<file path="config.mk">
export PLATFORM = sky130hd
export DESIGN_NAME = lkbus_out_ctl
export DESIGN_NICKNAME = d
export VERILOG_FILES = /design/src/rtl/lkbus_pkg.sv /design/src/rtl/lkbus_owner.sv /design/src/rtl/lkbus_cycle_reg.sv /design/src/rtl/lkbus_release.sv /design/src/rtl/lkbus_out_ctl.sv
export SDC_FILE = /design/constraint.sdc
export NUM_CORES = 1
export LEC_CHECK = 0
export BUFFER_PORTS_ARGS = -buffer_cell sky130_fd_sc_hd__buf_2
export CAP_MARGIN = 20
export CORE_MARGIN = 10
export CORE_UTILIZATION = 30
export DETAILED_ROUTE_END_ITERATION = 10
export PLACE_DENSITY = 0.62
export SYNTH_ARGS = -nofsm -noshare
export SYNTH_HDL_FRONTEND = slang
export SYNTH_SLANG_ARGS = --single-unit
</file>
<file path="constraint.sdc">
create_clock -name clk -period 2.3 [get_ports clk]
set_input_delay 0 -clock clk [delete_from_list [all_inputs] [get_ports clk]]
set_output_delay 0 -clock clk [all_outputs]
set_load 0.01 [all_outputs]
</file>
<file path="src/rtl/lkbus_pkg.sv">
// Package: shared widths and encodings for the locked bus output controller.
// Assumes: the size field is two bits wide and its code values are fixed by the bus.
package lkbus_pkg;
    localparam int SIZE_W = 2;

    // Transfer size codes as driven on the bus.
    typedef enum logic [SIZE_W-1:0] {
        SZ_LONG = 2'b00,
        SZ_BYTE = 2'b01,
        SZ_WORD = 2'b10,
        SZ_LINE = 2'b11
    } xfer_size_e;

    // Release sequencer state for a lock-style pin.
    typedef enum logic [1:0] {
        REL_OFF   = 2'b00,
        REL_DRIVE = 2'b01,
        REL_NEG   = 2'b10,
        REL_QUIET = 2'b11
    } rel_state_e;
endpackage

</file>
<file path="src/rtl/lkbus_owner.sv">
// Module: bus ownership tracker.
// Takes the bus on a grant once every release sequence is complete. Gives the bus
// up when the grant drops, unless a locked sequence is active and the arbiter
// has not demanded release.
// Assumes: gain_o and give_up_o are acted on by consumers only when clk_en is high.
module lkbus_owner (
    input  logic clk,
    input  logic rst_n,
    input  logic clk_en,
    input  logic bg_i,
    input  logic bgr_i,
    input  logic lock_active_i,
    input  logic release_done_i,
    output logic owner_o,
    output logic gain_o,
    output logic give_up_o
);
    logic owner_q;

    // Decide gain and give-up from the arbiter inputs and the lock state.
    always_comb begin
        gain_o    = ~owner_q & bg_i & release_done_i;
        give_up_o = owner_q & ~bg_i & (bgr_i | ~lock_active_i);
    end

    // Ownership register.
    always_ff @(posedge clk) begin
        if (!rst_n) begin
            owner_q <= 1'b0;
        end else if (clk_en) begin
            if (gain_o) begin
                owner_q <= 1'b1;
            end else if (give_up_o) begin
                owner_q <= 1'b0;
            end
        end
    end

    assign owner_o = owner_q;
endmodule

</file>
<file path="src/rtl/lkbus_cycle_reg.sv">
// Module: per-cycle attribute register.
// Captures direction, size and lock flags of each accepted request while the bus
// is owned. Lock flags are cleared when the bus is given up, so a new ownership
// starts unlocked.
// Assumes: the core presents at most one request per clock-enabled cycle.
module lkbus_cycle_reg #(
    parameter int SIZE_W = lkbus_pkg::SIZE_W
) (
    input  logic              clk,
    input  logic              rst_n,
    input  logic              clk_en,
    input  logic              owner_i,
    input  logic              give_up_i,
    input  logic              req_valid_i,
    input  logic              req_read_i,
    input  logic [SIZE_W-1:0] req_size_i,
    input  logic              req_lock_i,
    input  logic              req_lock_end_i,
    input  logic              req_rmw_wr_i,
    output logic              dir_q_o,
    output logic [SIZE_W-1:0] size_q_o,
    output logic              lock_q_o,
    output logic              locke_q_o,
    output logic              rmw_q_o
);
    // Load request attributes, clear lock flags on give-up.
    always_ff @(posedge clk) begin
        if (!rst_n) begin
            dir_q_o   <= 1'b1;
            size_q_o  <= '0;
            lock_q_o  <= 1'b0;
            locke_q_o <= 1'b0;
            rmw_q_o   <= 1'b0;
        end else if (clk_en) begin
            if (give_up_i) begin
                lock_q_o  <= 1'b0;
                locke_q_o <= 1'b0;
                rmw_q_o   <= 1'b0;
            end else if (owner_i && req_valid_i) begin
                dir_q_o   <= req_read_i;
                size_q_o  <= req_size_i;
                lock_q_o  <= req_lock_i;
                locke_q_o <= req_lock_i & req_lock_end_i;
                rmw_q_o   <= req_rmw_wr_i;
            end
        end
    end
endmodule

</file>
<file path="src/rtl/lkbus_release.sv">
// Module: release sequencer for one lock-style pin.
// While owned, the pin carries its live value. On give-up, an asserted pin is
// driven negated until the cycle after the address-idle marker. A negated pin
// floats in the address-idle cycle itself.
// Assumes: addr_idle_i is a single clock-enabled cycle pulse after each give-up.
module lkbus_release (
    input  logic clk,
    input  logic rst_n,
    input  logic clk_en,
    input  logic gain_i,
    input  logic give_up_i,
    input  logic drv_i,
    input  logic addr_idle_i,
    output logic pin_o,
    output logic pin_oe_o,
    output logic idle_o
);
    import lkbus_pkg::*;

    rel_state_e st_q;

    // State sequencing across gain, give-up and address idle.
    always_ff @(posedge clk) begin
        if (!rst_n) begin
            st_q <= REL_OFF;
        end else if (clk_en) begin
            unique case (st_q)
                REL_OFF:   if (gain_i) st_q <= REL_DRIVE;
                REL_DRIVE: if (give_up_i) st_q <= drv_i ? REL_NEG : REL_QUIET;
                REL_NEG:   if (addr_idle_i) st_q <= REL_OFF;
                REL_QUIET: if (addr_idle_i) st_q <= REL_OFF;
                default:   st_q <= REL_OFF;
            endcase
        end
    end

    // Drive value and enable from the state and the idle marker.
    always_comb begin
        pin_o    = (st_q == REL_DRIVE) & drv_i;
        pin_oe_o = (st_q == REL_DRIVE) | (st_q == REL_NEG) |
                   ((st_q == REL_QUIET) & ~addr_idle_i);
        idle_o   = (st_q == REL_OFF);
    end
endmodule

</file>
<file path="src/rtl/lkbus_out_ctl.sv">
// Module: locked bus cycle output controller (top).
// Drives direction, size, lock and lock-end with separate enables. Tracks bus
// ownership and runs one release sequencer per lock-style pin.
// Assumes: the external pad ring turns each value/enable pair into a three-state pin.
module lkbus_out_ctl #(
    parameter int SIZE_W = lkbus_pkg::SIZE_W
) (
    input  logic              clk,
    input  logic              rst_n,
    input  logic              clk_en,
    input  logic              bg_i,
    input  logic              bgr_i,
    input  logic              addr_idle_i,
    input  logic              req_valid_i,
    input  logic              req_read_i,
    input  logic [SIZE_W-1:0] req_size_i,
    input  logic              req_lock_i,
    input  logic              req_lock_end_i,
    input  logic              req_rmw_wr_i,
    input  logic              retry_i,
    output logic              owner_o,
    output logic              dir_o,
    output logic              dir_oe_o,
    output logic [SIZE_W-1:0] size_o,
    output logic              size_oe_o,
    output logic              lock_o,
    output logic              lock_oe_o,
    output logic              locke_o,
    output logic              locke_oe_o
);
    localparam int NPIN     = 2;
    localparam int PIN_LOCK = 0;
    localparam int PIN_LEND = 1;

    logic              owner, gain, give_up;
    logic              dir_q, lock_q, locke_q, rmw_q;
    logic [SIZE_W-1:0] size_q;
    logic [NPIN-1:0]   pin_val, pin_drv, pin_oe, pin_idle;

    lkbus_owner u_owner (
        .clk            (clk),
        .rst_n          (rst_n),
        .clk_en         (clk_en),
        .bg_i           (bg_i),
        .bgr_i          (bgr_i),
        .lock_active_i  (pin_val[PIN_LOCK]),
        .release_done_i (&pin_idle),
        .owner_o        (owner),
        .gain_o         (gain),
        .give_up_o      (give_up)
    );

    lkbus_cycle_reg #(.SIZE_W(SIZE_W)) u_cyc (
        .clk            (clk),
        .rst_n          (rst_n),
        .clk_en         (clk_en),
        .owner_i        (owner),
        .give_up_i      (give_up),
        .req_valid_i    (req_valid_i),
        .req_read_i     (req_read_i),
        .req_size_i     (req_size_i),
        .req_lock_i     (req_lock_i),
        .req_lock_end_i (req_lock_end_i),
        .req_rmw_wr_i   (req_rmw_wr_i),
        .dir_q_o        (dir_q),
        .size_q_o       (size_q),
        .lock_q_o       (lock_q),
        .locke_q_o      (locke_q),
        .rmw_q_o        (rmw_q)
    );

    // Live lock values; lock-end is suppressed on a retried final RMW write.
    always_comb begin
        pin_val[PIN_LOCK] = lock_q & owner;
        pin_val[PIN_LEND] = locke_q & ~(rmw_q & retry_i) & owner;
    end

    for (genvar g = 0; g < NPIN; g++) begin : g_rel
        lkbus_release u_rel (
            .clk         (clk),
            .rst_n       (rst_n),
            .clk_en      (clk_en),
            .gain_i      (gain),
            .give_up_i   (give_up),
            .drv_i       (pin_val[g]),
            .addr_idle_i (addr_idle_i),
            .pin_o       (pin_drv[g]),
            .pin_oe_o    (pin_oe[g]),
            .idle_o      (pin_idle[g])
        );
    end

    // Output mapping.
    always_comb begin
        owner_o    = owner;
        dir_o      = dir_q;
        dir_oe_o   = owner;
        size_o     = size_q;
        size_oe_o  = owner;
        lock_o     = pin_drv[PIN_LOCK];
        lock_oe_o  = pin_oe[PIN_LOCK];
        locke_o    = pin_drv[PIN_LEND];
        locke_oe_o = pin_oe[PIN_LEND];
    end
endmodule

</file>
=== Yosys cells after proc, flatten, opt, wreduce, memory -nomap -nowiden ===
Cells that the tools add are included.

* Output and inout bits: 10
* Bits in registers: 11
* Logic and storage cells: 73
* Bits of input ports: 14

* Reduce and logical (&&, ||, !) cells: 13
* Equal/unequal tests: 12
* Muxes and demuxes: 16
* Bitwise operators: 24

{| class="wikitable"
|+ Operators by type and width
! kind !! number
|-
| $and 1x1->1 || 13
|-
| $pmux 2 s3 || 2
|-
| $mux 1 || 10
|-
| $eq 2x2->1 const B || 4
|-
| $mux 2 || 4
|-
| $ne 2x1->1 const B || 4
|-
| $reduce_and 4->1 || 2
|-
| $not 1->1 || 6
|-
| $reduce_and 2->1 || 3
|-
| $or 1x1->1 || 5
|-
| $eq 2x1->1 const B || 2
|-
| $logic_not 2->1 || 2
|-
| $ne 2x2->1 const B || 2
|-
| $reduce_bool 2->1 || 2
|-
| $reduce_or 2->1 || 2
|-
| $reduce_and 3->1 || 1
|-
| $logic_and 1x1->1 || 1
|}

=== Logic depth before layout (Yosys ltp) ===
* Depth in word-level cells: 7
* Mapped depth: 6
* Mapped depth without buffers: 6

=== By module ===
From an unflattened synthesis, not the netlist that was laid out.

* Cell total of the unflattened synthesis: 92
* Area total of the unflattened synthesis: 794.5 um^2

{| class="wikitable"
|+ Modules (own cells, without submodules)
! module !! area an instance (um^2) !! times used !! cells an instance !! seq. area each (um^2)
|-
| lkbus_release || 207.7 || 2 || 24 || 40.0
|-
| lkbus_cycle_reg || 260.2 || 1 || 29 || 120.1
|-
| lkbus_owner || 77.6 || 1 || 9 || 20.0
|-
| lkbus_out_ctl || 41.3 || 1 || 6 || 0.0
|}

=== Worst setup path before layout ===
No wires, ideal clock.

* Path kind: reg-to-reg
* Start: register g_rel[0].u_rel.st_q[0]
* End: register g_rel[1].u_rel.st_q[0]
* Clock period less this slack: 1469 ps
* Arrival: 1398 ps
* Data required time: 2228 ps
* Buffers on the path: 0
* Setup time: 72 ps
* Path slack: 831 ps
* Stages on the path, launching flop included: 7
* Cells stage by stage: dfxtp_1 inv_1 ha_1 inv_1 or3_4 a221oi_4 mux2i_1

* Word-level cells in the longest chain between the ends: 5

{| class="wikitable"
|+ Ends and longest elaborated chain
! what !! line !! text
|-
| start: declaration || lkbus_release.sv:20 || <nowiki>rel_state_e st_q;</nowiki>
|-
| start signal: assignment || lkbus_release.sv:29 || <nowiki>REL_DRIVE: if (give_up_i) st_q <= drv_i ? REL_NEG : REL_QUIET;</nowiki>
|-
| $logic_not 2->1 || lkbus_release.sv:42 || <nowiki>idle_o = (st_q == REL_OFF);</nowiki>
|-
| $reduce_and 2->1 || lkbus_out_ctl.sv:47 || <nowiki>.release_done_i (&pin_idle),</nowiki>
|-
| $and 1x1->1 || lkbus_owner.sv:22 || <nowiki>gain_o = ~owner_q & bg_i & release_done_i;</nowiki>
|-
| $ne 2x2->1 (no source line) || n/a ||
|-
| $reduce_and 4->1 (no source line) || n/a ||
|-
| end signal: assignment || lkbus_release.sv:29 ||
|-
| end: declaration || lkbus_release.sv:20 ||
|}

Every way passes these cells.
A chain may end at the register's enable or synchronous reset.

=== Worst setup path after layout ===
Ends and elaborated chain as after synthesis.

==> reports/summary.md <==
The flow ran to the end, and the final reports show no timing, DRC or antenna violations. The core utilization of the finished layout came out at 0.408. Setup repair after global routing left no endpoint under its margin. Counting distinct cell types in the post-synthesis netlist gives 27. Sequential power share: 0.422. For the total number of nets in the final design, the log shows 131. The worst setup path is captured at a register. For the post-route total power, the log shows 0.527 mW.

After layout, the worst setup slack is 701 ps. Worst hold path class: in -> reg. The mapped netlist covers 723 um^2. For the number of clock sinks, the log shows 11. Entering global routing, the biggest net connects 15 pins. The power density normalized to cell area is 574 nW/um^2, and the maximum level of the CTS H-tree is 1. In this run, CTS created clock tree buffers numbering 3. The post-route clock period utilization is 0.695.

The layout cell share with drive strength beyond 1 is 0.315, and the placeable core region is 2250 um^2. The growth of design area from synthesis to finish works out to 27.2%. After detailed placement, the design holds a cell count of 127.

Setup violations remaining at the end of the flow were counted as 0. Post-CTS setup repair buffer count: 0. The count of nets left with antenna violations once routing finished came out at 0.

The maximum clock path buffer count was 2. The run gives 2960 um as the first-pass GRT wire length. Kind of critical path: reg -> reg.

The proportion of total power due to net switching was 0.322; the time the worst path needs with I/O delays and setup was 1600 ps. The number of maximum-capacitance constraint violations was 0. The upper clock frequency limit is 625 MHz, and the sum of negative setup slack is 0 ps.

The starting density of the core is 0.321. The logs give 240 for the layout filler cell count and 0.436 nW for the leakage power summed over all cells. The overall fraction of global-route tracks in use is 0.0722. The tools report the category of the worst setup path launch point as a register. In the synthesized netlist, the number of instances is 80.

After detailed routing, the number of vias per cell comes to 4.68. A synthesized cell averages 9.04 um^2. The die is 69.1 um wide.

For the number of search-and-repair iterations in the first detailed-routing pass, the log shows 4. The critical path starts at g_rel[0].u_rel.st_q[0]. The library cell used most frequently in the layout, excluding fill and tap cells, is buf_2. The part of the total power dissipated in the clock network was 0.249. The tools report the proportion of power drawn by combinational gates as 0.329. Hold timing on the final database bottoms out at a slack of 13.4 ps. In the final routed layout, each cell accounts on average for 12.7 um. The die covers 4770 um^2. The master cell of the clock root buffer was clkbuf_4. The design internal power was 0.357 mW; the synthesized flop and latch total was 11. The yosys synthesis warning count is 0, and the count of final max-slew check failures is 0. The number of port buffers is 23. At the pin with the least slew margin, the transition time is 346 ps.

The tightest slew margin relative to the limit was 0.769. In this run, post-CTS repair resized a total of 0 instances. For the critical path data arrival time, the log shows 1800 ps. At the end of routability-driven placement, the weighted congestion stood at 0.739.

The via count of the first global-routing pass was 685. The tools report the startpoint of the tightest hold check path as req_lock_end_i. Floorplan die height: 69.1 um. Pre-CTS setup slack: 708 ps.

The global-route congestion overflow total is 0. With fillers left out, the area of the finished cells amounts to 920 um^2. Required time of the critical path: 2500 ps.

The initial antenna violation count was 0. The count of antenna diodes in the layout was 0. For the post-place instance area, the log shows 843 um^2.

The maximum net fanout on the critical path was 4. The logs give 0.304 for the sequential share of the synthesized area and 5 for the number of buffers inserted for hold repair after clock tree synthesis. After clock tree synthesis, the clock-pin slew on the worst setup and hold paths is 70 ps. The logs give 14 for the number of violations reported at the end of detailed-routing iteration 0 and 24 for the top-level port count. For this design the total switching power over the nets is 0.170 mW. Post-DP HPWL: 1390 um. The routed layout has 637 vias.

The worst register-to-register path begins at g_rel[0].u_rel.st_q[0]. Leaving out fill and tap cells, the most frequent cells in the layout are buf_2, dfxtp_1, nand2_1, ha_1, o21ai_0. The final layout contains routed wiring with a total length of 1730 um.

Number of failing hold endpoints at the final stage: 0. The clock latency reported for the late side of the worst-skew pair came out at 260 ps. The worst-case IR drop observed on VDD is 0.316 mV.

TritonCTS built the clock tree. Across the routed clock network, the largest skew measured is 2.11 ps. For this run, the number of standard cells in the final layout without fillers is 136.

The floorplan has 17 rows. Counting every net in the synthesized netlist gives 102. In the routed design, unresolved DRC markers number 0.
-- final timing paths --
path / to / slack [ps] / cells after the start
max reg2reg: g_rel[1].u_rel.st_q[0] / 700 / 6
max: g_rel[1].u_rel.st_q[0] / 700 / 6
min reg2reg: u_cyc.dir_q_o / 490 / 2
min: u_cyc.locke_q_o / 10 / 3
-- critical path, stage by stage (launching register included) --
cell and delay (ps):
dfxtp_1 350, inv_1 90, ha_1 180, inv_1 60, or3_4 370, a221oi_4 280, mux2i_1 210
-- state kept, by name, summed over array words and instances (netlist names) --
signal,count
u_cyc.locke_q_o,1
u_owner.owner_o,1
g_rel.u_rel.st_q,4
u_cyc.lock_q_o,1
u_cyc.dir_q_o,1
u_cyc.rmw_q_o,1
u_cyc.size_q_o,2
-- cells by family (layout without fill, tap and decap cells) --
group	count (synthesis)	count (layout)	share of synthesized area
compound gates	22	22	0.235
simple gates	22	22	0.161
flops	11	11	0.304
buf+inv	11	39	0.0778
fa+ha+maj	8	8	0.138
mux	6	6	0.0830
-- power by group through the flow --
stage / sequential (mW) / combinational (mW) / clock, mW
2_1_floorplan: 0.221 / 0.131 / 0
3_3_place_gp: 0.224 / 0.165 / 0
3_5_place_dp: 0.227 / 0.170 / 0
4_1_cts: 0.222 / 0.177 / 0.137
5_1_grt: 0.225 / 0.194 / 0.145
6_report: 0.222 / 0.174 / 0.131
-- Yosys cell counts --
cell,instances,share of area
inv_2,1,0.0052
nand2b_1,1,0.0087
inv_1,6,0.031
a21oi_1,3,0.021
a41o_2,1,0.016
ha_1,8,0.14
mux2i_1,6,0.083
and3_2,1,0.010
a21oi_2,1,0.012
and3b_2,1,0.014
nor2_1,2,0.010
or3_4,1,0.016
nand3_1,4,0.028
buf_4,2,0.021
dfxtp_1,11,0.30
a21o_1,2,0.021
nand2_1,8,0.042
o211a_1,2,0.028
or2_2,1,0.0087
clkbuf_1,1,0.0052
nor3_1,1,0.0069
o21ai_0,7,0.048
a221oi_4,1,0.036
nor2b_1,2,0.017
a21boi_0,4,0.042
o221ai_1,1,0.012
buf_6,1,0.016
-- per-layer routing --
| metal | vias up | share of wire | GRT usage |
|---|---|---|---|
| met4 | 0 | 0 | 0.0266 |
| met2 | 20 | 0.47 | 0.111 |
| met5 | - | 0 | 0 |
| met1 | 285 | 0.45 | 0.0845 |
| met3 | 0 | 0.079 | 0.0342 |
| li1 | 332 | - | - |
-- cell type report --
| cell class | instances | area, um^2 | share of cell area |
|---|---|---|---|
| repair buffers | 28 | 165 | 0.180 |
| inverters | 7 | 26.3 | 0.0286 |
| well taps | 28 | 35.0 | 0.0381 |
| flip-flops and latches | 11 | 220 | 0.239 |
| clock buffers | 4 | 26.3 | 0.0286 |
| multi-input cells | 58 | 447 | 0.486 |
Power figures use the tool's default switching activity.
